### config.mk
export PLATFORM = sky130hd
export DESIGN_NAME = inv_gate_ctrl
export DESIGN_NICKNAME = d
export VERILOG_FILES = /design/src/rtl/invgate_pkg.sv /design/src/rtl/invgate_sync.sv /design/src/rtl/invgate_decode.sv /design/src/rtl/invgate_leg.sv /design/src/rtl/inv_gate_ctrl.sv
export SDC_FILE = /design/constraint.sdc
export NUM_CORES = 1
export LEC_CHECK = 0
export BUFFER_PORTS_ARGS = -buffer_cell sky130_fd_sc_hd__buf_2
export CAP_MARGIN = 10
export CORE_UTILIZATION = 50
export DETAILED_ROUTE_END_ITERATION = 10
export PLACE_DENSITY = 0.68
export SLEW_MARGIN = 20
export SYNTH_ARGS = -nofsm -noshare
export SYNTH_HDL_FRONTEND = slang
export SYNTH_HIERARCHICAL = 1
export SYNTH_SLANG_ARGS = --single-unit
export TNS_END_PERCENT = 1
### constraint.sdc
create_clock -name clk -period 1.9 [get_ports clk]
set_clock_uncertainty 0.1 [all_clocks]
set_input_delay 0.095 -clock clk [delete_from_list [all_inputs] [get_ports clk]]
set_output_delay 0.095 -clock clk [all_outputs]
set_load 0.005 [all_outputs]
### src/rtl/invgate_pkg.sv
package invgate_pkg;
  typedef enum logic [1:0] {
    SIDE_NONE = 2'd0,
    SIDE_HI   = 2'd1,
    SIDE_LO   = 2'd2
  } side_e;
endpackage

### src/rtl/invgate_sync.sv
module invgate_sync #(
  parameter int             W       = 1,
  parameter int             STAGES  = 2,
  parameter logic [W-1:0]   RST_VAL = '0
) (
  input  logic         clk,
  input  logic         rst,
  input  logic [W-1:0] d,
  output logic [W-1:0] q
);
  logic [W-1:0] chain [STAGES];

  always_ff @(posedge clk) begin
    if (rst) begin
      for (int k = 0; k < STAGES; k++) chain[k] <= RST_VAL;
    end else begin
      chain[0] <= d;
      for (int k = 1; k < STAGES; k++) chain[k] <= chain[k-1];
    end
  end

  assign q = chain[STAGES-1];
endmodule

### src/rtl/invgate_decode.sv
module invgate_decode (
  input  logic en,
  input  logic hs,
  input  logic ls_n,
  output logic want_hi,
  output logic want_lo
);
  logic ls;
  assign ls = ~ls_n;

  always_comb begin
    want_hi = 1'b0;
    want_lo = 1'b0;
    if (en) begin
      // conflicting or empty requests leave the leg floating
      want_hi = hs & ~ls;
      want_lo = ls & ~hs;
    end
  end
endmodule

### src/rtl/invgate_leg.sv
module invgate_leg
  import invgate_pkg::*;
#(
  parameter int DEAD_CYC = 18
) (
  input  logic clk,
  input  logic rst,
  input  logic want_hi,
  input  logic want_lo,
  output logic gate_hi,
  output logic gate_lo
);
  localparam int CW = $clog2(DEAD_CYC + 1);
  localparam logic [CW-1:0] GAP_SAT = CW'(DEAD_CYC);

  side_e         last_q, last_d;
  logic [CW-1:0] gap_q, gap_d;
  logic          hi_q, lo_q, hi_d, lo_d;
  logic          gap_ok;

  assign gap_ok = (gap_q >= GAP_SAT);

  always_comb begin
    hi_d   = want_hi && !lo_q && ((last_q == SIDE_HI) || gap_ok);
    lo_d   = want_lo && !hi_q && ((last_q == SIDE_LO) || gap_ok);
    last_d = hi_d ? SIDE_HI : (lo_d ? SIDE_LO : last_q);
    if (hi_d || lo_d)       gap_d = '0;
    else if (gap_ok)        gap_d = gap_q;
    else                    gap_d = gap_q + 1'b1;
  end

  always_ff @(posedge clk) begin
    if (rst) begin
      hi_q   <= 1'b0;
      lo_q   <= 1'b0;
      last_q <= SIDE_NONE;
      gap_q  <= GAP_SAT;
    end else begin
      hi_q   <= hi_d;
      lo_q   <= lo_d;
      last_q <= last_d;
      gap_q  <= gap_d;
    end
  end

  assign gate_hi = hi_q;
  assign gate_lo = lo_q;
endmodule

### src/rtl/inv_gate_ctrl.sv
module inv_gate_ctrl #(
  parameter int NPH         = 3,
  parameter int DEAD_CYC    = 18,
  parameter int SYNC_STAGES = 2
) (
  input  logic           clk,
  input  logic           rst,
  input  logic           run_n,
  input  logic [NPH-1:0] hs_req,
  input  logic [NPH-1:0] ls_req_n,
  output logic [NPH-1:0] gate_hi,
  output logic [NPH-1:0] gate_lo
);
  localparam int SW = 1 + 2 * NPH;
  localparam logic [SW-1:0] SYNC_RST = {1'b0, {NPH{1'b0}}, {NPH{1'b1}}};

  logic [SW-1:0]  raw_bus, sync_bus;
  logic           run_s;
  logic [NPH-1:0] hs_s, ls_n_s;

  assign raw_bus = {run_n, hs_req, ls_req_n};

  invgate_sync #(
    .W       (SW),
    .STAGES  (SYNC_STAGES),
    .RST_VAL (SYNC_RST)
  ) u_sync (
    .clk (clk),
    .rst (rst),
    .d   (raw_bus),
    .q   (sync_bus)
  );

  assign {run_s, hs_s, ls_n_s} = sync_bus;

  for (genvar p = 0; p < NPH; p++) begin : g_phase
    logic want_hi, want_lo;

    invgate_decode u_dec (
      .en      (run_s),
      .hs      (hs_s[p]),
      .ls_n    (ls_n_s[p]),
      .want_hi (want_hi),
      .want_lo (want_lo)
    );

    invgate_leg #(
      .DEAD_CYC (DEAD_CYC)
    ) u_leg (
      .clk     (clk),
      .rst     (rst),
      .want_hi (want_hi),
      .want_lo (want_lo),
      .gate_hi (gate_hi[p]),
      .gate_lo (gate_lo[p])
    );
  end
endmodule

# [Yosys cells after proc, flatten, opt, wreduce, memory -nomap -nowiden]
# Memories as Yosys holds them, arrays and structs flattened.
# Index checks and enable logic that the tools add are counted.
[word_totals] register_bits=27 latch_bits=0 ramBits=14 romBits=0 output_inout_bits=6 memories=1
[op_classes] add_sub_neg=3 n_mul=0 div_mod_pow=0 order_cmp=3 eq_ne=9 shift=0 muxes=23 bitwise_logic=14 reduce_logical=36
[memory_table] memory="u_sync.chain" depth=2 width=7 rd=2 rd_ports_with_merged_regs=0 write_ports=2 line="invgate_sync.sv:11" source="logic [W-1:0] chain [STAGES];"
[ops] op="5-bit 2-to-1 mux" count=6
[ops] op="5-bit by 1-bit adder with 5-bit output (second input constant)" count=3
[ops] op="5-bit >= comparator (second input constant)" count=3
[ops] op="1-bit 2-to-1 mux" count=15
[ops] op="7-bit 2-to-1 mux" count=2
[ops] op="1-bit logical AND" count=12
[ops] op="2-bit OR reduction" count=6
[ops] op="1-bit logical OR" count=9
[ops] op="1-bit AND" count=6
[ops] op="2-bit by 1-bit == test with 1-bit output (second input constant)" count=3
[ops] op="2-bit == test (second input constant)" count=3
[ops] op="1-bit zero test" count=6
[ops] op="2-bit != test (second input constant)" count=3
[ops] op="1-bit inverter" count=6
[ops] op="2-bit nonzero test" count=3
[ops] op="1-bit OR" count=2

# [Depth between registers and ports, before layout]
# An unclocked memory read counts as a cell.
[depth] depth_word=8 mapped_depth=5

# [Modules after synthesis]
# Netlist, hierarchy kept.
[modules_own_cells] mod="invgate_leg" n_inst=3 cells_each=42 area_per_inst_um2=447.9 seq_area_each_um2=180.2
[modules_own_cells] mod="invgate_sync" n_inst=1 cells_each=36 area_per_inst_um2=436.7 seq_area_each_um2=280.3
[modules_own_cells] mod="invgate_decode" n_inst=3 cells_each=2 area_per_inst_um2=18.8 seq_area_each_um2=0.0

# [Worst setup path before layout]
# OpenSTA, ideal clock, no wires.
[synth_timing] kind="register -> register" startpoint="register g_phase[0].u_leg.gap_q[0]" endpoint="register g_phase[0].u_leg.last_q[1]" setup_time_ns=0.119 arrival_ns=1.345 t_required_ns=1.681 path_slack_ns=0.336 path_stages_with_launch=6 n_path_buf=0 period_less_slack_ns=1.564 path_cell_list="dfxtp_1 -> inv_1 -> ha_1 -> o41ai_4 -> nor2_1 -> o221a_2"
[synth_between] elab_chain_cells=4 word_cells_on_any_way=6 cone_classes="1 x order compare; 5 x reduce/logical"
[synth_rtl] element="from (decl)" line="invgate_leg.sv:17" source="logic [CW-1:0] gap_q, gap_d;"
[synth_rtl] element="from (signal assigned)" line="invgate_leg.sv:42" source="gap_q <= gap_d;"
[synth_rtl] element="5-bit >= comparator *" line="invgate_leg.sv:21" source="assign gap_ok = (gap_q >= GAP_SAT);"
[synth_rtl] element="1-bit logical OR" line="invgate_leg.sv:24" source="hi_d = want_hi && !lo_q && ((last_q == SIDE_HI) || gap_ok);"
[synth_rtl] element="1-bit logical AND" line="invgate_leg.sv:24"
[synth_rtl] element="2-bit OR reduction (no line)"
[synth_rtl] element="to (signal assigned)" line="invgate_leg.sv:41" source="last_q <= last_d;"
[synth_rtl] element="to (decl)" line="invgate_leg.sv:16" source="side_e last_q, last_d;"
# Mark *: on every way between the ends. The rest lies on a longest branch, timed or not.
# A chain may end at the register's enable or synchronous reset.

# [Worst setup path in the final report]
[layout_timing] startpoint="register g_phase[2].u_leg.gap_q[0]" endpoint="register g_phase[2].u_leg.last_q[1]"
[layout_between] elab_chain_cells=4 word_cells_on_any_way=6 cone_classes="1 x order compare; 5 x reduce/logical"
[layout_rtl] element="from (decl)" line="invgate_leg.sv:17"
[layout_rtl] element="from (signal assigned)" line="invgate_leg.sv:42"
[layout_rtl] element="5-bit >= comparator *" line="invgate_leg.sv:21"
[layout_rtl] element="1-bit logical OR" line="invgate_leg.sv:24"
[layout_rtl] element="1-bit logical AND" line="invgate_leg.sv:24"
[layout_rtl] element="2-bit OR reduction (no line)"
[layout_rtl] element="to (signal assigned)" line="invgate_leg.sv:41"
[layout_rtl] element="to (decl)" line="invgate_leg.sv:16"
# Marked as above.

==> impl_summary.txt <==
----------------------------------------------------
[Status]
  Outcome ... finished clean

[Timing]
  Final critical path time including I/O delays and setup ... between 1.5 and 2 ns
  Measured slew at the worst slew-check pin ... ~0.56 ns
  Achievable Freq ... a little under 600 MHz
  Final worst path period share ... 90.8%
  Final-report max-slew violation count ... 0
  Headroom to the max-slew limit ... a little over three fifths
  Final setup violation count ... 0
  Number of failing hold endpoints at the final stage ... 0
  Setup repair after global routing missed its margin ... no
  Sum Neg Setup Slack ... 0 ns

[Finish]
  Count of nets after finishing ... 203
  Fraction of layout instances using a drive strength above 1 ... 21.2%
  Core Util, Final ... between 60% and 70%
  Area overhead of the layout relative to synthesis ... 11.9%
  Number of antenna diodes ... 0

[Logic synthesis]
  Cell types with the largest area share after synthesis ... dfxtp_1 45%, o41ai_4 4.5%, ha_1 4.1%
  Top flip-flop cell by instance count after synthesis ... dfxtp_1
  Synthesized netlist cell count ... 168
  Post-synthesis share of cell area spent on full adders, half adders and majority gates ... 4.09%
  Cell area after synthesis ... 1840 sq um
  Mux cell area share after synthesis ... 0%
  Top post-synthesis cells by count ... 41 x dfxtp_1, 9 x a211oi_1, 7 x buf_4
  Fraction of registers with async set or reset after synthesis ... 0%
  Cell type with the largest total area after synthesis ... dfxtp_1
  Fraction of the mapped netlist area in compound gates ... between 20 and 25%
  Average cell area after synthesis ... 10.9 sq um
  Share of the synthesized area in the top cell type ... between 40 and 50%
  Sequential cell area fraction in the yosys report ... 44.7%
  Post-synthesis register bit count ... 41
  Dominant combinational cell family by area after synthesis ... simple AND/OR/NAND/NOR gates
  Number of distinct library cells after synthesis ... 32
  Post-Synthesis Net Count ... 183
  Number of enable flip-flop cells after synthesis ... 0
  Number of warnings reported in the yosys synthesis log ... 6
  Dominant cell by count in the synthesized netlist ... dfxtp_1
  Xor and xnor area share after synthesis ... around 1.4%
  Simple-gate share of the synthesized area ... 23.2%

[Pwr]
  Worst vdd ir ... 0.533 mV
  Psw ... 0.356 mW
  Part of the power in the clock network ... approximately 36%
  Sw Ratio ... between 20% and 30%
  Internal power ... about 1.2 mW
  Power per cell area ... approximately 770 nW/um^2
  Combinational Power Share ... between 6 and 7%
  Leak ... just under 0.8 nW
  Sequential share of power ... a little under three fifths

[Floorplan]
  Die ar. ... between 3000 and 4000 sq um
  Row count ... 21
  Die Span X ... roughly 63 um
  Core area ... between 3000 and 4000 sq um
  Initial cell density of the core ... a little over half
  Die height ... 62.6 um
  IO Count ... 15

[Detailed routing]
  WL final ... 3110 um
  Average wire per standard cell ... 13.2 um
  Pre-Repair DR Iteration Count ... 4
  Violation count after the first detailed-route iteration ... 72
  Total via count in the routed design ... approximately 1,300
  Routed Antenna Nets ... 0
  Number of vias per cell ... about 5.5
  Number of DRC violations after detailed routing ... 0

[Worst setup path]
  Data required time at the worst endpoint ... between 2 and 2.5 ns
  Number of buffers and inverters on the critical path ... 1
  Arrival time at the worst endpoint ... ~1.9 ns
  Top fanout value on the critical path ... 8
  Cell family contributing the most delay on the critical path ... compound AO/OA/AOI/OAI gates
  CP max-delay cell ... o41ai_4
  WS Path Type ... register to register
  Peak per-stage delay on the critical path ... approximately 0.43 ns
  Critical Path Source Type ... register
  Critical Path End Type ... register
  Cells along the critical path ... inv_1 > ha_1 > o41ai_4 > nor2_1 > o221a_2

[Worst hold path]
  Hold crit path type ... input port to register

[Global routing]
  Grt ovf ... 0
  Via count of the first global-routing pass ... 1,253
  Antenna violations before repair ... 0
  Global-route wire length before repair ... 5330 um
  Overall global routing resource usage ... between 10% and 20%
  Pin count of the biggest net entering global routing ... 36

[Clock tree]
  Maximum buffer depth of the clock tree ... 2
  Worst-skew pair later-pin latency ... around 0.35 ns
  TritonCTS clock tree ... built
  Clock Pin Slew Worst Setup and Hold Paths ... around 0.12 ns
  Number of buffers inserted during clock tree synthesis ... 5
  Cell chosen for the clock root ... clkbuf_4
  Buffers inserted during post-CTS setup optimization ... 0
  TritonCTS Sinks ... 41
  Max H-tree Level ... 2

[Placement]
  IO Port Bufs ... 14
  Estimated wirelength of the detail-placed design ... 2070 um
  Final weighted congestion in routability-driven placement ... between 0.7 and 0.8

[Run]
  Number of maximum-capacitance violations ... 0

----------------------------------------------------
[placed cells by master (no fill, tap or decap), types with 4 or more instances in the layout]
cell | netlist | routed
nand2b_1 | 6 | 6
inv_1 | 6 | 6
o31ai_1 | 6 | 6
dlygate4sd3_1 | 0 | 7
and2b_1 | 4 | 4
a211oi_1 | 9 | 9
ha_1 | 6 | 6
buf_2 | 0 | 14
nor2b_1 | 4 | 4
nor4_1 | 6 | 6
dfxtp_1 | 41 | 41
nand2_1 | 6 | 6
or2_1 | 6 | 6
clkbuf_4 | 0 | 5
or2b_1 | 6 | 6
[path summary, 6_finish.rpt]
kind                                           from                                       to  slack (ns)  depth (start not counted)
max          g_phase[2].u_leg/gap_q[0]$_SDFFE_PP0P_  g_phase[2].u_leg/last_q[1]$_SDFFE_PP0P_        0.18                          5
min                                             rst           u_sync/chain[0][12]$_SDFF_PP0_        0.12                          2
max reg2reg  g_phase[2].u_leg/gap_q[0]$_SDFFE_PP0P_  g_phase[2].u_leg/last_q[1]$_SDFFE_PP0P_        0.18                          5
min reg2reg           u_sync/chain[0][1]$_SDFF_PP1_            u_sync/chain[0][8]$_SDFF_PP1_        0.32                          1
[kinds of logic after synthesis]
logic type,after synthesis
xor gates and xnor gates,3
DFF,41
adders and majority gates,6
AOI/OAI and AO/OA,42
and+or+nand+nor,62
buffers and inverters,14
[power groups by stage]
stage	Sequential, mW	Clock (mW)	Combinational (mW)
global route	0.903	0.619	0.113
CTS	0.900	0.589	0.101
finish	0.899	0.571	0.102
global placement	0.918	0	0.0871
detailed placement	0.919	0	0.0902
floorplan	0.913	0	0.0768
[flip-flops by register name, summed over array words and instances (netlist names)]
name,cells
g_phase.u_leg/gap_q,15
g_phase.u_leg/last_q,6
g_phase.u_leg/gate_hi,3
u_sync/chain,14
g_phase.u_leg/gate_lo,3
[routing by layer]
| metal | GRT usage, % | vias to the layer above | share of wire, % |
|---|---|---|---|
| met5 | 0 | - | 0 |
| li1 | - | 666 | - |
| met3 | 5.11 | 6 | 3.5 |
| met2 | 28.4 | 24 | 46 |
| met1 | 21.4 | 604 | 49 |
| met4 | 6.98 | 0 | 1.5 |
[cell type report]
class | count | area, sq um
repair buffers | 21 | 140
flip-flops and latches | 41 | 821
clock buffers | 5 | 37.5
well taps | 46 | 57.6
fillers | 301 | 1360
multi-input cells | 113 | 930
clock inverters | 3 | 46.3
inverters | 6 | 22.5
[stage by stage]
| stage | total power [mW] | cells | hold WS [ns] | instance area [sq um] | worst slack (ns) |
|---|---|---|---|---|---|
| floorplan | 0.990 | 168 | 0.0678 | 1840 | 0.336 |
| global placement | 1.00 | 220 | 0.173 | 1900 | 0.265 |
| detailed placement | 1.01 | 220 | 0.175 | 1900 | 0.185 |
| CTS | 1.59 | 235 | 0.110 | 2050 | 0.168 |
| global route | 1.63 | 235 | 0.136 | 2050 | 0.0716 |
| finish | 1.57 | 235 | 0.124 | 2050 | 0.175 |
[timing repair]
item | in CTS | in global routing
hold buffers | 7 | 0
endpoints found under the hold margin | 7 | 0
setup endpoints to repair | 0 | 0
gates resized for setup | 0 | 0
No activity file was read; power rests on OpenSTA's default activity.
